<file path="src/rtl/hscroll_line_buf_pkg.sv">
package hscroll_line_buf_pkg;

  // Per-cycle strobes passed from the control unit to the datapath
  typedef struct packed {
    logic wrEn;     // store the write byte at wrAddr
    logic rdEn;     // current active position maps to a stored pixel
    logic videoOn;  // visible window this cycle
  } lineStrobes_t;

endpackage

</file>
<file path="src/rtl/hscroll_line_ctrl.sv">
module hscroll_line_ctrl
  import hscroll_line_buf_pkg::*;
#(
  parameter int LINE_PIXELS = 256,
  parameter int SCROLL_W    = 3,
  localparam int PAIRS      = LINE_PIXELS / 2,
  localparam int PAIR_AW    = $clog2(PAIRS),
  localparam int PIX_AW     = $clog2(LINE_PIXELS)
) (
  input  logic               clk,
  input  logic               rstN,
  input  logic               lineStart,
  input  logic               activeVideo,
  input  logic               wrValid,
  input  logic [SCROLL_W-1:0] scrollIn,
  output lineStrobes_t       strobes,
  output logic [PAIR_AW-1:0] wrAddr,
  output logic [PIX_AW-1:0]  rdAddr
);

  localparam int PTR_W = PAIR_AW + 1;
  localparam int CNT_W = PIX_AW + 2;
  localparam logic [PTR_W-1:0] PTR_FULL = PTR_W'(PAIRS);
  localparam logic [CNT_W-1:0] CNT_MAX  = '1;
  localparam logic [CNT_W-1:0] CNT_LINE = CNT_W'(LINE_PIXELS);

  logic [PTR_W-1:0]    wrPtr;
  logic [SCROLL_W-1:0] scrollReg;
  logic [CNT_W-1:0]    actCnt;
  logic [CNT_W-1:0]    scrollExt;
  logic [CNT_W-1:0]    linePos;
  logic                pastLead;
  logic                inLine;
  logic                wrAccept;

  // Write side: accepted only in blanking, not on line start, not when full
  assign wrAccept = wrValid && !activeVideo && !lineStart && (wrPtr < PTR_FULL);

  always_ff @(posedge clk) begin
    if (!rstN) begin
      wrPtr <= '0;
    end else if (lineStart) begin
      wrPtr <= '0;
    end else if (wrAccept) begin
      wrPtr <= wrPtr + 1'b1;
    end
  end

  assign wrAddr = wrPtr[PAIR_AW-1:0];

  // Scroll capture, once per line
  always_ff @(posedge clk) begin
    if (!rstN) begin
      scrollReg <= '0;
    end else if (lineStart) begin
      scrollReg <= scrollIn;
    end
  end

  // Active position counter, saturating well beyond line plus scroll
  always_ff @(posedge clk) begin
    if (!rstN) begin
      actCnt <= '0;
    end else if (lineStart) begin
      actCnt <= '0;
    end else if (activeVideo && (actCnt != CNT_MAX)) begin
      actCnt <= actCnt + 1'b1;
    end
  end

  assign scrollExt = CNT_W'(scrollReg);
  assign pastLead  = (actCnt >= scrollExt);
  assign linePos   = actCnt - scrollExt;
  assign inLine    = pastLead && (linePos < CNT_LINE);
  assign rdAddr    = linePos[PIX_AW-1:0];

  always_comb begin
    strobes         = '0;
    strobes.wrEn    = wrAccept;
    strobes.rdEn    = activeVideo && inLine;
    strobes.videoOn = activeVideo;
  end

  // write position never runs past the pair count
  a_r3_ptr_bound: assert property (@(posedge clk) disable iff (!rstN)
    wrPtr <= PTR_FULL);

  // active video freezes the write position
  a_r4_active_holds_ptr: assert property (@(posedge clk) disable iff (!rstN)
    (activeVideo && !lineStart) |=> $stable(wrPtr));

  // line start rewinds the write position
  a_r10_line_rewind: assert property (@(posedge clk) disable iff (!rstN)
    lineStart |=> (wrPtr == '0));

  // scroll only changes right after a line start
  a_r8_scroll_hold: assert property (@(posedge clk) disable iff (!rstN)
    !lineStart |=> $stable(scrollReg));

endmodule

</file>
<file path="src/rtl/hscroll_line_dp.sv">
module hscroll_line_dp
  import hscroll_line_buf_pkg::*;
#(
  parameter int LINE_PIXELS = 256,
  parameter int PIX_W       = 4,
  localparam int PAIRS      = LINE_PIXELS / 2,
  localparam int PAIR_AW    = $clog2(PAIRS),
  localparam int PIX_AW     = $clog2(LINE_PIXELS),
  localparam int LANES      = 2
) (
  input  logic                     clk,
  input  logic                     rstN,
  input  lineStrobes_t             strobes,
  input  logic [PAIR_AW-1:0]       wrAddr,
  input  logic [PIX_AW-1:0]        rdAddr,
  input  logic [LANES*PIX_W-1:0]   wrData,
  output logic [PIX_W-1:0]         pixOut,
  output logic                     pixValid
);

  logic [PIX_W-1:0] laneRd [LANES];
  logic [PIX_W-1:0] pixSel;

  // Lane 0 holds even (left) pixels from the high nibble, lane 1 odd pixels
  for (genvar lane = 0; lane < LANES; lane++) begin : g_lane
    logic [PIX_W-1:0] bank [PAIRS];

    always_ff @(posedge clk) begin
      if (strobes.wrEn) begin
        bank[wrAddr] <= wrData[(LANES-lane)*PIX_W-1 -: PIX_W];
      end
    end

    assign laneRd[lane] = bank[rdAddr[PIX_AW-1:1]];
  end

  assign pixSel = laneRd[rdAddr[0]];

  always_ff @(posedge clk) begin
    if (!rstN) begin
      pixOut   <= '0;
      pixValid <= 1'b0;
    end else begin
      pixOut   <= strobes.rdEn ? pixSel : '0;
      pixValid <= strobes.videoOn;
    end
  end

  // valid trails the visible window by one cycle
  a_r5_valid_tracks: assert property (@(posedge clk) disable iff (!rstN)
    strobes.videoOn |=> pixValid);

  a_r5_valid_drops: assert property (@(posedge clk) disable iff (!rstN)
    !strobes.videoOn |=> !pixValid);

  // idle output is index 0
  a_r9_idle_zero: assert property (@(posedge clk) disable iff (!rstN)
    !pixValid |-> (pixOut == '0));

  // positions outside the shifted line show index 0
  a_r7_out_of_line_zero: assert property (@(posedge clk) disable iff (!rstN)
    !strobes.rdEn |=> (pixOut == '0));

endmodule

</file>
<file path="src/rtl/hscroll_line_buf.sv">
module hscroll_line_buf
  import hscroll_line_buf_pkg::*;
#(
  parameter int LINE_PIXELS = 256,
  parameter int PIX_W       = 4,
  parameter int SCROLL_W    = 3,
  localparam int PAIR_AW    = $clog2(LINE_PIXELS / 2),
  localparam int PIX_AW     = $clog2(LINE_PIXELS)
) (
  input  logic                 clk,
  input  logic                 rstN,
  input  logic                 lineStart,
  input  logic                 activeVideo,
  input  logic                 wrValid,
  input  logic [2*PIX_W-1:0]   wrData,
  input  logic [SCROLL_W-1:0]  scrollIn,
  output logic [PIX_W-1:0]     pixOut,
  output logic                 pixValid
);

  lineStrobes_t       strobes;
  logic [PAIR_AW-1:0] wrAddr;
  logic [PIX_AW-1:0]  rdAddr;

  hscroll_line_ctrl #(
    .LINE_PIXELS (LINE_PIXELS),
    .SCROLL_W    (SCROLL_W)
  ) u_ctrl (
    .clk         (clk),
    .rstN        (rstN),
    .lineStart   (lineStart),
    .activeVideo (activeVideo),
    .wrValid     (wrValid),
    .scrollIn    (scrollIn),
    .strobes     (strobes),
    .wrAddr      (wrAddr),
    .rdAddr      (rdAddr)
  );

  hscroll_line_dp #(
    .LINE_PIXELS (LINE_PIXELS),
    .PIX_W       (PIX_W)
  ) u_dp (
    .clk      (clk),
    .rstN     (rstN),
    .strobes  (strobes),
    .wrAddr   (wrAddr),
    .rdAddr   (rdAddr),
    .wrData   (wrData),
    .pixOut   (pixOut),
    .pixValid (pixValid)
  );

endmodule

</file>
<file path="config.mk">
export PLATFORM = sky130hd
export DESIGN_NAME = hscroll_line_buf
export DESIGN_NICKNAME = d
export VERILOG_FILES = /design/src/rtl/hscroll_line_buf_pkg.sv /design/src/rtl/hscroll_line_ctrl.sv /design/src/rtl/hscroll_line_dp.sv /design/src/rtl/hscroll_line_buf.sv
export SDC_FILE = /design/constraint.sdc
export NUM_CORES = 1
export LEC_CHECK = 0
export CORE_ASPECT_RATIO = 1.1
export CORE_MARGIN = 5
export CORE_UTILIZATION = 63
export CTS_BUF_LIST = sky130_fd_sc_hd__clkbuf_16
export CTS_CLUSTER_DIAMETER = 100
export CTS_CLUSTER_SIZE = 24
export DETAILED_ROUTE_END_ITERATION = 8
export PLACE_DENSITY = 0.79
export SYNTH_ARGS = -nofsm -noshare
export SYNTH_HDL_FRONTEND = slang
export SYNTH_SLANG_ARGS = --single-unit
</file>
<file path="constraint.sdc">
create_clock -name clk -period 4.5 [get_ports clk]
set_input_delay 0.45 -clock clk [delete_from_list [all_inputs] [get_ports clk]]
set_output_delay 0.45 -clock clk [all_outputs]
set_load 0.005 [all_outputs]
</file>
==> metrics, run 1 <==
Least-Margin Pin Slew 1.147 ns; Post-synth EDFFs 1,024; Residual DRC 0; DRT Pass-1 Iters 6; CTS tree built; htree depth 2; Post-DP HPWL 61,750 µm; leading cell type by number of instances after synthesis edfxtp_1; Final Hold Fails 0; layout cells sized above 1 0.2213; Yosys cell types 82; setup TNS 0 ns; skew final 0.02824 ns; Die Width 255.7 µm; Slew HR 0.2356; Crit Path Category reg -> reg; P per Cell Area between 300 and 400 nW/µm²; I/O Buffers 20; core region area around 66,000 µm²; Filler cells around 4,000; Max Fanout on Critical Path 41; Worst-Skew Late Latency 0.64 ns; Clock Pin Slew Worst Setup and Hold Paths approximately 0.10 ns; post-route minimum period roughly 4.3 ns; max-slew violation count 0; synthesized area 41,850 µm²; largest net degree at the start of global routing 102; layout net count 2,258; initial antenna violation count 1; syn_nets 2,157; WL final approximately 100,000 µm; CTS Buf Count 49; first-pass GRT wire length 146,400 µm; cell taking the most area after synthesis edfxtp_1; status finished, final reports clean; Routed Antenna Nets 0; number of synthesized register bits 1,050; num ports 21; initial DRC count roughly 3,100; max cap viols 0; postcts setup bufs 0; CTS sink count approximately 1,100; top cells by area, synth edfxtp_1, mux4_2, nand2_1; vias per inst approximately 7; fin crit share 0.9543; Post-Syn Instances 2,135; Vias 22,140; synth cell count leaders edfxtp_1, mux4_2, nand2_1, nor2_1, and3_1; CP endpoint u_dp.pixOut[0]$_SDFF_PN0_; worst hold path type in -> reg; gpl congestion 0.9468; Crit Reg-Reg Startpoint u_ctrl.actCnt[0]$_SDFFE_PP0P_; asr flop ratio synth 0; CP startpoint u_ctrl.actCnt[0]$_SDFFE_PP0P_; GRT Resource Usage Total 0.2757; Max IR drop VDD 0.2955 mV; worst path arrival time 4.84 ns; Setup crit start kind flop; unrepaired setup endpoints after global routing no; Synth Area per Inst approximately 20 µm²; fmax between 200 and 250 MHz; vias in the first global route 21,790; share of the synthesized area in the top cell type 0.7348; post_cts resized 0; RR Endpoint u_dp.pixOut[0]$_SDFF_PN0_; die area 71,680 µm²; Post-CTS Hold Fix Bufs 0; Main synth FF type edfxtp_1; wire per inst 31.69 µm; Yosys warning count 0; CTS Buffer Depth 3; total power 17.93 mW; Worst Path Required 5.04 ns; r2r setup slk 0.21 ns; die height 280.3 µm; Crit. End Element flop; sequential share of the synthesized area 0.7473; row count 99; Area Overhead vs Synth 7.753%; Final setup viols 0; GR Overflow Total 0; Root Driver clkbuf_16; starting density of the core 0.6326; P_leak 14.14 nW; path depth of the worst reg2reg path 12
==> routing by layer <==
metal  routed length, µm  global-route usage  share of wire  up-vias
met5                  11                   0        0.00011        -
met4                4105             0.09218          0.042        2
met3               11930             0.05967           0.12      262
met2               46660              0.4308           0.47     1670
met1               36100              0.4011           0.37    11320
li1                    -                   -              -     8880
==> registers in the layout (all words and copies together) (netlist names) <==
| signal | count |
|---|---|
| u_ctrl.scrollReg | 3 |
| u_ctrl.wrPtr | 8 |
| u_ctrl.actCnt | 10 |
| u_dp.pixValid | 1 |
| u_dp.g_lane.bank | 1024 |
| u_dp.pixOut | 4 |
==> worst max-delay path, cell delays in order (launching register included) <==
cell	delay [ns]
dfxtp_1	0.41
inv_1	0.07
ha_1	0.23
fa_4	0.81
buf_12	0.20
buf_12	0.33
mux4_2	0.54
and3_1	0.20
a211oi_1	0.43
o21ai_0	0.19
a21oi_1	0.30
a41oi_1	0.13
a32o_1	0.30
==> worst min path at each step <==
stage	start	end	slack, ns	depth (start not counted)
after CTS	scrollIn[2]	u_ctrl.scrollReg[2]$_SDFFE_PN0P_	0.40	3
after global routing	wrData[1]	u_dp.g_lane[1].bank[89][1]$_DFFE_PP_	0.44	1
final	scrollIn[2]	u_ctrl.scrollReg[2]$_SDFFE_PN0P_	0.43	3
after global placement	u_ctrl.wrPtr[7]$_SDFFE_PP0P_	u_ctrl.wrPtr[7]$_SDFFE_PP0P_	0.50	2
after floorplan	u_ctrl.wrPtr[7]$_SDFFE_PP0P_	u_ctrl.wrPtr[7]$_SDFFE_PP0P_	0.44	2
after detailed placement	u_ctrl.wrPtr[7]$_SDFFE_PP0P_	u_ctrl.wrPtr[7]$_SDFFE_PP0P_	0.52	2
==> cells by family after synthesis <==
| family | share of synthesized area |
|---|---|
| AOI/OAI and AO/OA | 0.03002 |
| xor gates and xnor gates | 0.005741 |
| adders and majority gates | 0.001973 |
| buffers and inverters | 0.01716 |
| DFF | 0.7473 |
| muxes | 0.1461 |
| and+or+nand+nor | 0.05176 |
==> placed cells by master (no fill, tap or decap), types with 10 or more instances in the layout <==
| master | n |
|---|---|
| nor3_1 | 10 |
| a211oi_1 | 40 |
| buf_4 | 144 |
| nand3_1 | 29 |
| nor2_1 | 157 |
| a31oi_1 | 20 |
| buf_12 | 11 |
| mux4_2 | 251 |
| inv_1 | 27 |
| nor2b_1 | 14 |
| edfxtp_1 | 1024 |
| nand2_1 | 162 |
| o21ai_0 | 19 |
| dfxtp_1 | 26 |
| mux2_2 | 14 |
| clkdlybuf4s50_1 | 12 |
| a21oi_1 | 15 |
| a311oi_1 | 16 |
| and3_1 | 50 |
| clkbuf_16 | 51 |
| mux2i_1 | 25 |
==> through the flow <==
stage	util	setup slack (ns)	area, µm²	hold WS [ns]	std cells
detailed placement	0.6609	0.3863	43720	0.5202	3043
floorplan	-	1.249	41850	0.4414	2135
finish	0.6817	0.2057	45090	0.4315	3118
global placement	0.6609	0.3716	43720	0.5038	3043
global route	0.6816	0.1273	45090	0.4392	3117
CTS	0.6816	0.2833	45090	0.4006	3117
==> where the power goes <==
part / leakage (nW) / switching, mW / total [mW] / internal (mW)
logic: 3.98 / 1.38 / 2.32 / 0.946
clock network: 0.747 / 2.83 / 4.89 / 2.05
registers: 9.41 / 0.00770 / 10.7 / 10.7
total: 14.1 / 4.22 / 17.9 / 13.7
==> area by class of cell <==
| type | count | area [µm²] | share of cell area |
|---|---|---|---|
| Clock inverter | 23 | 93.84 | 0.002081 |
| Tap cell | 858 | 1074 | 0.02381 |
| Multi-Input combinational cell | 960 | 9923 | 0.2201 |
| Clock buffer | 51 | 1276 | 0.02830 |
| Inverter | 8 | 30.03 | 0.0006660 |
| Timing Repair Buffer | 167 | 1421 | 0.03152 |
| Antenna cell | 1 | 2.502 | 0.00005550 |
| Sequential cell | 1050 | 31270 | 0.6935 |
Power figures use the tool's default switching activity.
==> run 2: changes to the inputs <==
Settings changed: CAP_MARGIN set to 20.
==> results of run 2 <==
Same layout as run 1: the final DEF is identical, and so are final timing and power.
